## config.mk

```make
export PLATFORM = sky130hd
export DESIGN_NAME = cfg_logic_cell
export DESIGN_NICKNAME = d
export VERILOG_FILES = /design/src/rtl/lcell_pkg.sv /design/src/rtl/lcell_cfg_store.sv /design/src/rtl/lcell_lut_read.sv /design/src/rtl/lcell_out_stage.sv /design/src/rtl/cfg_logic_cell.sv
export SDC_FILE = /design/constraint.sdc
export NUM_CORES = 1
export LEC_CHECK = 0
export BUFFER_PORTS_ARGS = -buffer_cell sky130_fd_sc_hd__buf_2
export CELL_PAD_IN_SITES_DETAIL_PLACEMENT = 0
export CELL_PAD_IN_SITES_GLOBAL_PLACEMENT = 1
export CORE_UTILIZATION = 35
export CTS_BUF_LIST = sky130_fd_sc_hd__clkbuf_8
export DETAILED_ROUTE_END_ITERATION = 12
export PLACE_DENSITY_LB_ADDON = 0.1
export SLEW_MARGIN = 20
export SYNTH_ARGS = -nofsm -noshare
export SYNTH_HDL_FRONTEND = slang
export SYNTH_SLANG_ARGS = --single-unit
```

## constraint.sdc

```tcl
create_clock -name clk -period 1.3 [get_ports clk]
set_clock_uncertainty 0.05 [all_clocks]
set_input_delay 0.13 -clock clk [delete_from_list [all_inputs] [get_ports clk]]
set_output_delay 0.13 -clock clk [all_outputs]
set_load 0.02 [all_outputs]
```

## src/rtl/lcell_pkg.sv

```systemverilog
package lcell_pkg;

    localparam int LUT_K    = 4;
    localparam int LUT_ROWS = 1 << LUT_K;

    typedef enum logic [1:0] {
        MODE_LOGIC = 2'b00,
        MODE_RAM   = 2'b01,
        MODE_SHIFT = 2'b10,
        MODE_RSVD  = 2'b11
    } lut_mode_e;

    // Packed MSB first, matching the serial order of the chain.
    typedef struct packed {
        logic [LUT_ROWS-1:0] truth;
        lut_mode_e           mode;
        logic                reg_out;
        logic                sr_val;
    } cell_cfg_t;

    localparam int CFG_BITS = $bits(cell_cfg_t);

    function automatic logic is_ram(input lut_mode_e m);
        return m == MODE_RAM;
    endfunction

    function automatic logic is_shift(input lut_mode_e m);
        return m == MODE_SHIFT;
    endfunction

endpackage

```

## src/rtl/lcell_cfg_store.sv

```systemverilog
module lcell_cfg_store
    import lcell_pkg::*;
(
    input  logic                clk,
    input  logic                rst,
    input  logic                cfg_en,
    input  logic                cfg_din,
    output logic                cfg_dout,
    input  logic [LUT_K-1:0]    addr,
    input  logic                mem_we,
    input  logic                mem_din,
    output logic [LUT_ROWS-1:0] truth_q,
    output logic                reg_out_q,
    output logic                sr_val_q
);

    cell_cfg_t           cfg_r;
    cell_cfg_t           cfg_nxt;
    logic [LUT_ROWS-1:0] row_nxt;
    logic                ram_go;
    logic                shift_go;

    assign ram_go   = !cfg_en && mem_we && is_ram(cfg_r.mode);
    assign shift_go = !cfg_en && mem_we && is_shift(cfg_r.mode);

    for (genvar i = 0; i < LUT_ROWS; i++) begin : g_row
        if (i == 0) begin : g_first
            assign row_nxt[i] = (ram_go && addr == LUT_K'(i)) ? mem_din :
                                shift_go ? mem_din : cfg_r.truth[i];
        end else begin : g_rest
            assign row_nxt[i] = (ram_go && addr == LUT_K'(i)) ? mem_din :
                                shift_go ? cfg_r.truth[i-1] : cfg_r.truth[i];
        end
    end

    always_comb begin
        if (cfg_en) begin
            cfg_nxt = cell_cfg_t'({cfg_r[CFG_BITS-2:0], cfg_din});
        end else begin
            cfg_nxt       = cfg_r;
            cfg_nxt.truth = row_nxt;
        end
    end

    always_ff @(posedge clk) begin
        if (rst) cfg_r <= '0;
        else     cfg_r <= cfg_nxt;
    end

    assign cfg_dout  = cfg_r[CFG_BITS-1];
    assign truth_q   = cfg_r.truth;
    assign reg_out_q = cfg_r.reg_out;
    assign sr_val_q  = cfg_r.sr_val;

    // the chain advances by exactly one place per enabled edge
    assert_chain_shift_R2: assert property (@(posedge clk) disable iff (rst)
        cfg_en |=> cfg_dout == $past(cfg_r[CFG_BITS-2]));

    // a memory-mode write lands at the addressed row
    assert_ram_write_R5: assert property (@(posedge clk) disable iff (rst)
        (!cfg_en && mem_we && cfg_r.mode == MODE_RAM)
        |=> truth_q[$past(addr)] == $past(mem_din));

    // a shift places the new bit in row 0
    assert_shift_in_R6: assert property (@(posedge clk) disable iff (rst)
        (!cfg_en && mem_we && cfg_r.mode == MODE_SHIFT) |=> truth_q[0] == $past(mem_din));

    // logic and reserved modes never alter the table outside configuration
    assert_table_frozen_R11: assert property (@(posedge clk) disable iff (rst)
        (!cfg_en && (cfg_r.mode == MODE_LOGIC || cfg_r.mode == MODE_RSVD))
        |=> $stable(truth_q));

endmodule

```

## src/rtl/lcell_lut_read.sv

```systemverilog
module lcell_lut_read
    import lcell_pkg::*;
#(
    parameter int K = LUT_K,
    localparam int ROWS = 1 << K
) (
    input  logic [ROWS-1:0] truth,
    input  logic [K-1:0]    addr,
    output logic            rd
);

    assign rd = truth[addr];

endmodule

```

## src/rtl/lcell_out_stage.sv

```systemverilog
module lcell_out_stage (
    input  logic clk,
    input  logic rst,
    input  logic cfg_en,
    input  logic ce,
    input  logic sr,
    input  logic sr_val,
    input  logic reg_out,
    input  logic lut_rd,
    output logic cell_out
);

    logic q_r;

    always_ff @(posedge clk) begin
        if (rst)         q_r <= 1'b0;
        else if (cfg_en) q_r <= q_r;
        else if (sr)     q_r <= sr_val;
        else if (ce)     q_r <= lut_rd;
    end

    assign cell_out = reg_out ? q_r : lut_rd;

    // an enabled edge captures the combinational result
    assert_ff_capture_R7: assert property (@(posedge clk) disable iff (rst)
        (!cfg_en && !sr && ce) |=> q_r == $past(lut_rd));

    // with the enable low the register holds
    assert_ff_hold_R7: assert property (@(posedge clk) disable iff (rst)
        (!cfg_en && !sr && !ce) |=> $stable(q_r));

    // set/reset wins over the enable
    assert_sr_priority_R8: assert property (@(posedge clk) disable iff (rst)
        (!cfg_en && sr) |=> q_r == $past(sr_val));

    // configuration freezes the register
    assert_cfg_hold_R10: assert property (@(posedge clk) disable iff (rst)
        cfg_en |=> $stable(q_r));

endmodule

```

## src/rtl/cfg_logic_cell.sv

```systemverilog
module cfg_logic_cell
    import lcell_pkg::*;
(
    input  logic             clk,
    input  logic             rst,
    input  logic             cfg_en,
    input  logic             cfg_din,
    output logic             cfg_dout,
    input  logic [LUT_K-1:0] lut_sel,
    input  logic             ce,
    input  logic             sr,
    input  logic             mem_we,
    input  logic             mem_din,
    output logic             cell_out
);

    logic [LUT_ROWS-1:0] truth;
    logic                reg_out;
    logic                sr_val;
    logic                lut_rd;

    lcell_cfg_store u_store (
        .clk       (clk),
        .rst       (rst),
        .cfg_en    (cfg_en),
        .cfg_din   (cfg_din),
        .cfg_dout  (cfg_dout),
        .addr      (lut_sel),
        .mem_we    (mem_we),
        .mem_din   (mem_din),
        .truth_q   (truth),
        .reg_out_q (reg_out),
        .sr_val_q  (sr_val)
    );

    lcell_lut_read #(.K(LUT_K)) u_read (
        .truth (truth),
        .addr  (lut_sel),
        .rd    (lut_rd)
    );

    lcell_out_stage u_out (
        .clk      (clk),
        .rst      (rst),
        .cfg_en   (cfg_en),
        .ce       (ce),
        .sr       (sr),
        .sr_val   (sr_val),
        .reg_out  (reg_out),
        .lut_rd   (lut_rd),
        .cell_out (cell_out)
    );

    // reset leaves both outputs low
    assert_reset_clear_R1: assert property (@(posedge clk)
        rst |=> (cell_out == 1'b0 || !reg_out) && cfg_dout == 1'b0);

endmodule

```

==> metrics.txt, run 1 <==
share of flip-flops with an asynchronous set or reset 0; clk buf depth 2; layout cell share with drive strength beyond 1 0.472; wire per inst 15.7 µm; RSZ-0062 raised after global routing yes; via count 1351; vias in the first global route 1328; Worst-path clk slew 0.08 ns; Critical Path RT between 1 and 1.5 ns; hpwl dp 2.53 mm; Slew Limit Fails 0; Initial DRC Count 67; largest net degree at the start of global routing 22; share of total power in the clock network 0.336; Synth area leader dfxtp_1; hold_sp cfg_din; failing checks setup timing; slew margin rel. 0.638; Lkg Pwr 0.697 nW; syn avg cell area 8.44 µm²; mapped cell area 0.00127 mm²; Residual DRC 0; nets between 200 and 250; Synth cell types 29; area of the multi-input gates 855 µm²; post-cts hold buffer count 0; Diodes inserted 0; Critical Path Sink Type output pin; hold crit path type input pin to flop; max frequency 0.542 GHz; first-pass GRT wire length ~6.4 mm; final worst-path cycle share 1.42; Int Pwr 0.000958 W; Non-Filler Instances about 240; worst skew pair latency 0.26 ns; final setup TNS -2.81 ns; Crit Path Category flop to output pin; CTS H-tree depth 1; post-synthesis sequential area ratio 0.330; clock sink count 21; Initial Utilization 0.373; Gate Count Post-Synth roughly 150; PwrDens 726 mW/mm²; top post-synthesis cells by count 26 x nand2_1, 21 x dfxtp_1, 20 x nor2_1, 12 x a311oi_1, 12 x nand4_1; Crit. Startpoint u_store.truth_q[2]; WL final approximately 3.8 mm; Final setup viols 18; switching pwr about 0.00036 W; Max VDD drop 0.299 mV; register area 424 µm²; top-area cell type share of the netlist area 0.330; dpl cells 231; Post-synth top flop dfxtp_1; crit path max fanout 2; Area Growth Syn to Fin 42.3%; DR pass1 iterations 4; combinational power share 0.162; IO Count 14; number of vias per cell 5.56; post-route worst setup slack -0.545 ns; status complete, but fails checks; EDFF count, synth 0; CTS tree yes; Sw Share 0.272; Final Hold Violating Endpoints 0; Total Power ~0.0013 W; CTS buffer count 3; r2r startpoint u_store.truth_q[2]; Root Buffer clkbuf_8; Port Buffers 13; Setup crit start kind flop; count leader, synth nand2_1; antenna violations before repair 0; Arr. time, crit path 1.66 ns; Die ar. 0.00388 mm²; Placer Congestion roughly 0.83; row count 21; GRT Resource Usage Total 0.210; Antenna Nets Post-Route 0; layout filler cell count around 350; max_cap viols 0; sequential power share 0.502; grt total ovfl 0; flop and latch count out of synthesis 21; Die Span Y 62.3 µm; core area 0.00342 mm²; Slew @ Worst Pin 0.543 ns; Final min period about 1.8 ns; top cells by area, synth dfxtp_1 33%, mux4_1 8.3%, a311oi_1 8.3%, nand2_1 7.7%, nand4_1 5.9%; yosys warns 0; Die Wd 62.3 µm; post-synth net total 163
==> layer usage <==
layer	wire, µm	track usage	up-vias
li1	-	-	656
met1	1700	0.278	654
met2	1900	0.359	35
met3	163	0.0221	6
met4	61	0.0610	0
met5	0	0	-
==> power by group through the flow <==
stage	sequential, W	clock (W)	combinational (W)
global route	0.000662	0.000474	0.000230
finish	0.000660	0.000442	0.000213
CTS	0.000660	0.000449	0.000201
detailed placement	0.000676	0	0.000176
floorplan	0.000674	0	0.000104
global placement	0.000675	0	0.000173
==> path summary, 6_finish.rpt <==
kind | to | slack (ns) | cells past startpoint
worst max register to register | u_out.q_r | -0.25 | 5
worst max-delay path | cell_out | -0.54 | 5
worst min-delay path | u_store.sr_val_q | 0.05 | 3
worst min register to register | u_out.q_r | 0.47 | 2
==> state kept, by name, indices dropped and copies added (netlist names) <==
name / flops
u_store.cfg_r: 2
u_out.q_r: 1
u_store.sr_val_q: 1
u_store.reg_out_q: 1
u_store.truth_q: 16
==> layout make-up <==
type	instances	share of cell area
inverters	7	0.0145
clock inverters	1	0.00207
multi-input cells	111	0.471
flip-flops and latches	21	0.234
clock buffers	3	0.0228
well taps	46	0.0317
repair buffers	54	0.224
==> stage by stage <==
stage / util / hold slack [ns] / cell area (µm²) / setup slack [ns]
floorplan: - / 0.152 / 1300 / -0.115
finish: 0.531 / 0.0507 / 1810 / -0.545
global route: 0.531 / 0.0693 / 1810 / -0.592
global placement: 0.459 / 0.317 / 1570 / -0.376
detailed placement: 0.459 / 0.330 / 1570 / -0.396
CTS: 0.508 / 0.0554 / 1730 / -0.544
==> layout by cell type (no fill, tap or decap), types with 2 or more instances in the layout <==
cell	Yosys	final
nor3_1	8	7
nand4_1	12	12
buf_2	3	12
a311oi_1	12	4
buf_4	0	34
inv_1	7	8
nor2_2	0	2
dfxtp_1	21	18
nor2_1	20	17
dfxtp_2	0	3
nand2_1	26	16
nand3_1	5	5
a311oi_2	1	9
nand2_2	0	9
o221a_1	4	4
mux4_1	4	2
buf_6	5	8
clkbuf_8	0	3
o21ai_1	1	4
mux2i_1	4	4
mux4_2	0	2
==> critical path, stage by stage (launching register included) <==
cell and delay, ns:
dfxtp_2 0.34, mux4_2 0.47, a22oi_2 0.20, and3_4 0.22, o21ai_4 0.05, buf_6 0.13
==> repair_timing <==
item / 4_1_cts / 5_1_grt
setup buffers: 9 / 1
gates cloned: 1 / 0
endpoints found under the setup margin: 18 / 18
pin swaps: 26 / 23
resized for setup: 25 / 19
==> cell families (layout without fill, tap and decap cells) <==
family | count (synthesis) | count (layout) | share of synthesized area
flops | 21 | 21 | 0.330
buf+inv | 19 | 65 | 0.0933
simple gates | 78 | 78 | 0.290
compound gates | 25 | 25 | 0.173
mux | 8 | 8 | 0.114
(Power assumes the default switching activity.)
==> run 2, diff against run 1 <==
--- a/config.mk
+++ b/config.mk
@@ -5,11 +5,12 @@
 export SDC_FILE = /design/constraint.sdc
 export NUM_CORES = 1
 export LEC_CHECK = 0
-export BUFFER_PORTS_ARGS = -buffer_cell sky130_fd_sc_hd__buf_2
+export BUFFER_PORTS_ARGS = -buffer_cell sky130_fd_sc_hd__clkbuf_2
 export CELL_PAD_IN_SITES_DETAIL_PLACEMENT = 0
 export CELL_PAD_IN_SITES_GLOBAL_PLACEMENT = 1
 export CORE_UTILIZATION = 35
 export CTS_BUF_LIST = sky130_fd_sc_hd__clkbuf_8
+export CTS_CLUSTER_SIZE = 14
 export DETAILED_ROUTE_END_ITERATION = 12
 export PLACE_DENSITY_LB_ADDON = 0.1
 export SLEW_MARGIN = 20
==> metrics.txt, run 2 (same netlist as run 1, synthesis figures left out) <==
utilization after layout 0.577; most frequent cells in the layout 40 x buf_4, 18 x nor2_1, 17 x nand2_1, 17 x dfxtp_1; sequential power share 0.485; first-pass GRT wire length around 6.4 mm; Max VDD drop roughly 0.56 mV; IO Count 14; Die ar. 0.00388 mm²; worst skew pair latency 0.27 ns; Final min period 1.88 ns; row count 21; Port Buffers 13; Critical Path RT 1.12 ns; WL final 3.92 mm; nets 218; number of vias per cell between 5 and 6; largest net degree at the start of global routing 22; layout filler cell count around 310; antenna violations before repair 0; combinational power share 0.176; wire length on met3 130 µm; Root Buffer clkbuf_8; share of total power in the clock network 0.339; PwrDens 690 mW/mm²; layout cell share with drive strength beyond 1 0.532; Crit Path Category flop to output pin; post-route worst setup slack -0.580 ns; Arr. time, crit path 1.70 ns; Initial Utilization 0.373; Placer Congestion 0.819; register area 425 µm²; Final Hold Violating Endpoints 0; Slew Limit Fails 0; failing checks setup timing; area of the multi-input gates 911 µm²; vias in the first global route 1367; Critical Path Sink Type output pin; via count 1398; GRT Resource Usage Total 0.214; grt total ovfl 0; core area roughly 0.0034 mm²; Setup crit start kind flop; RSZ-0062 raised after global routing yes; Residual DRC 0; Fin Hold WS approximately 0.048 ns; status complete, but fails checks; slew margin rel. 0.583; clk buf depth 2; routed length on met2 1.95 mm; clock sink count 21; hpwl dp 2.46 mm; top sig layer met4; CTS H-tree depth 1; Sw Share 0.281; Die Wd 62.3 µm; switching pwr 0.000382 W; Area Growth Syn to Fin 54.7%; number of flip-flops in the largest register 16; final worst-path cycle share 1.45; Int Pwr 0.000979 W; Initial DRC Count 34; Worst-path clk slew around 0.080 ns; max frequency 0.532 GHz; Lkg Pwr 0.788 nW; max_cap viols 0; pre-CTS WS -0.408 ns; Die Span Y 62.3 µm; DR pass1 iterations 4; Antenna Nets Post-Route 0; M1 WL 1.78 mm; CTS tree yes; final instance area 0.00197 mm²; Final setup viols 18; hold crit path type input pin to flop; crit path max fanout 2; Diodes inserted 0; most common cell after layout, fill and taps aside buf_4; Slew @ Worst Pin between 0.6 and 0.7 ns; area post-placement 0.00161 mm²; wire per inst 15.6 µm; CTS buffer count 3
==> run 2: cell type report <==
type                            count  area share
Clock buffer                        3      0.0210
Clock inverter                      1     0.00254
Inverter                            7      0.0133
Multi-Input combinational cell    111       0.462
Sequential cell                    21       0.216
Tap cell                           46      0.0292
Timing Repair Buffer               62       0.256
==> run 2: critical path, cell delays in order, from the launching register on <==
cell and delay [ns]:
dfxtp_2 0.33, mux4_2 0.47, a22oi_2 0.22, and3_4 0.22, o21ai_4 0.05, buf_8 0.13
==> run 2: power groups by stage <==
stage	Sequential [W]	Combinational [W]	Clock [W]
CTS	0.000660	0.000220	0.000472
global placement	0.000675	0.000185	0
finish	0.000660	0.000239	0.000461
detailed placement	0.000675	0.000188	0
global route	0.000661	0.000257	0.000510
floorplan	0.000674	0.000104	0
==> run 2: timing repair <==
| item | in CTS | in global routing |
|---|---|---|
| hold buffers | 0 | 0 |
| gates cloned | 2 | 0 |
| setup endpoints to repair | 18 | 18 |
| resized for setup | 19 | 34 |
| pin swaps | 15 | 23 |
| setup buffers | 9 | 3 |
==> run 2: worst paths after layout <==
| path | from | endpoint | slack (ns) | cells after the start |
|---|---|---|---|---|
| min reg2reg | u_store.truth_q[10] | u_store.truth_q[11] | 0.48 | 2 |
| max | u_store.truth_q[3] | cell_out | -0.58 | 5 |
| max reg2reg | u_store.truth_q[3] | u_out.q_r | -0.26 | 5 |
| min | cfg_din | u_store.sr_val_q | 0.05 | 3 |
==> run 2: routing by layer <==
| layer | track usage | up-vias |
|---|---|---|
| met3 | 0.0460 | 7 |
| met5 | 0 | - |
| met2 | 0.368 | 27 |
| met1 | 0.258 | 691 |
| met4 | 0.0843 | 0 |
| li1 | - | 673 |
==> run 2: through the flow <==
step | power, W | std cells | setup TNS [ns]
after floorplan | 0.000778 | 151 | -0.298
after global placement | 0.000860 | 235 | -2.83
after detailed placement | 0.000863 | 235 | -3.54
after CTS | 0.00135 | 249 | -2.73
after global routing | 0.00143 | 251 | -4.85
final | 0.00136 | 251 | -3.58
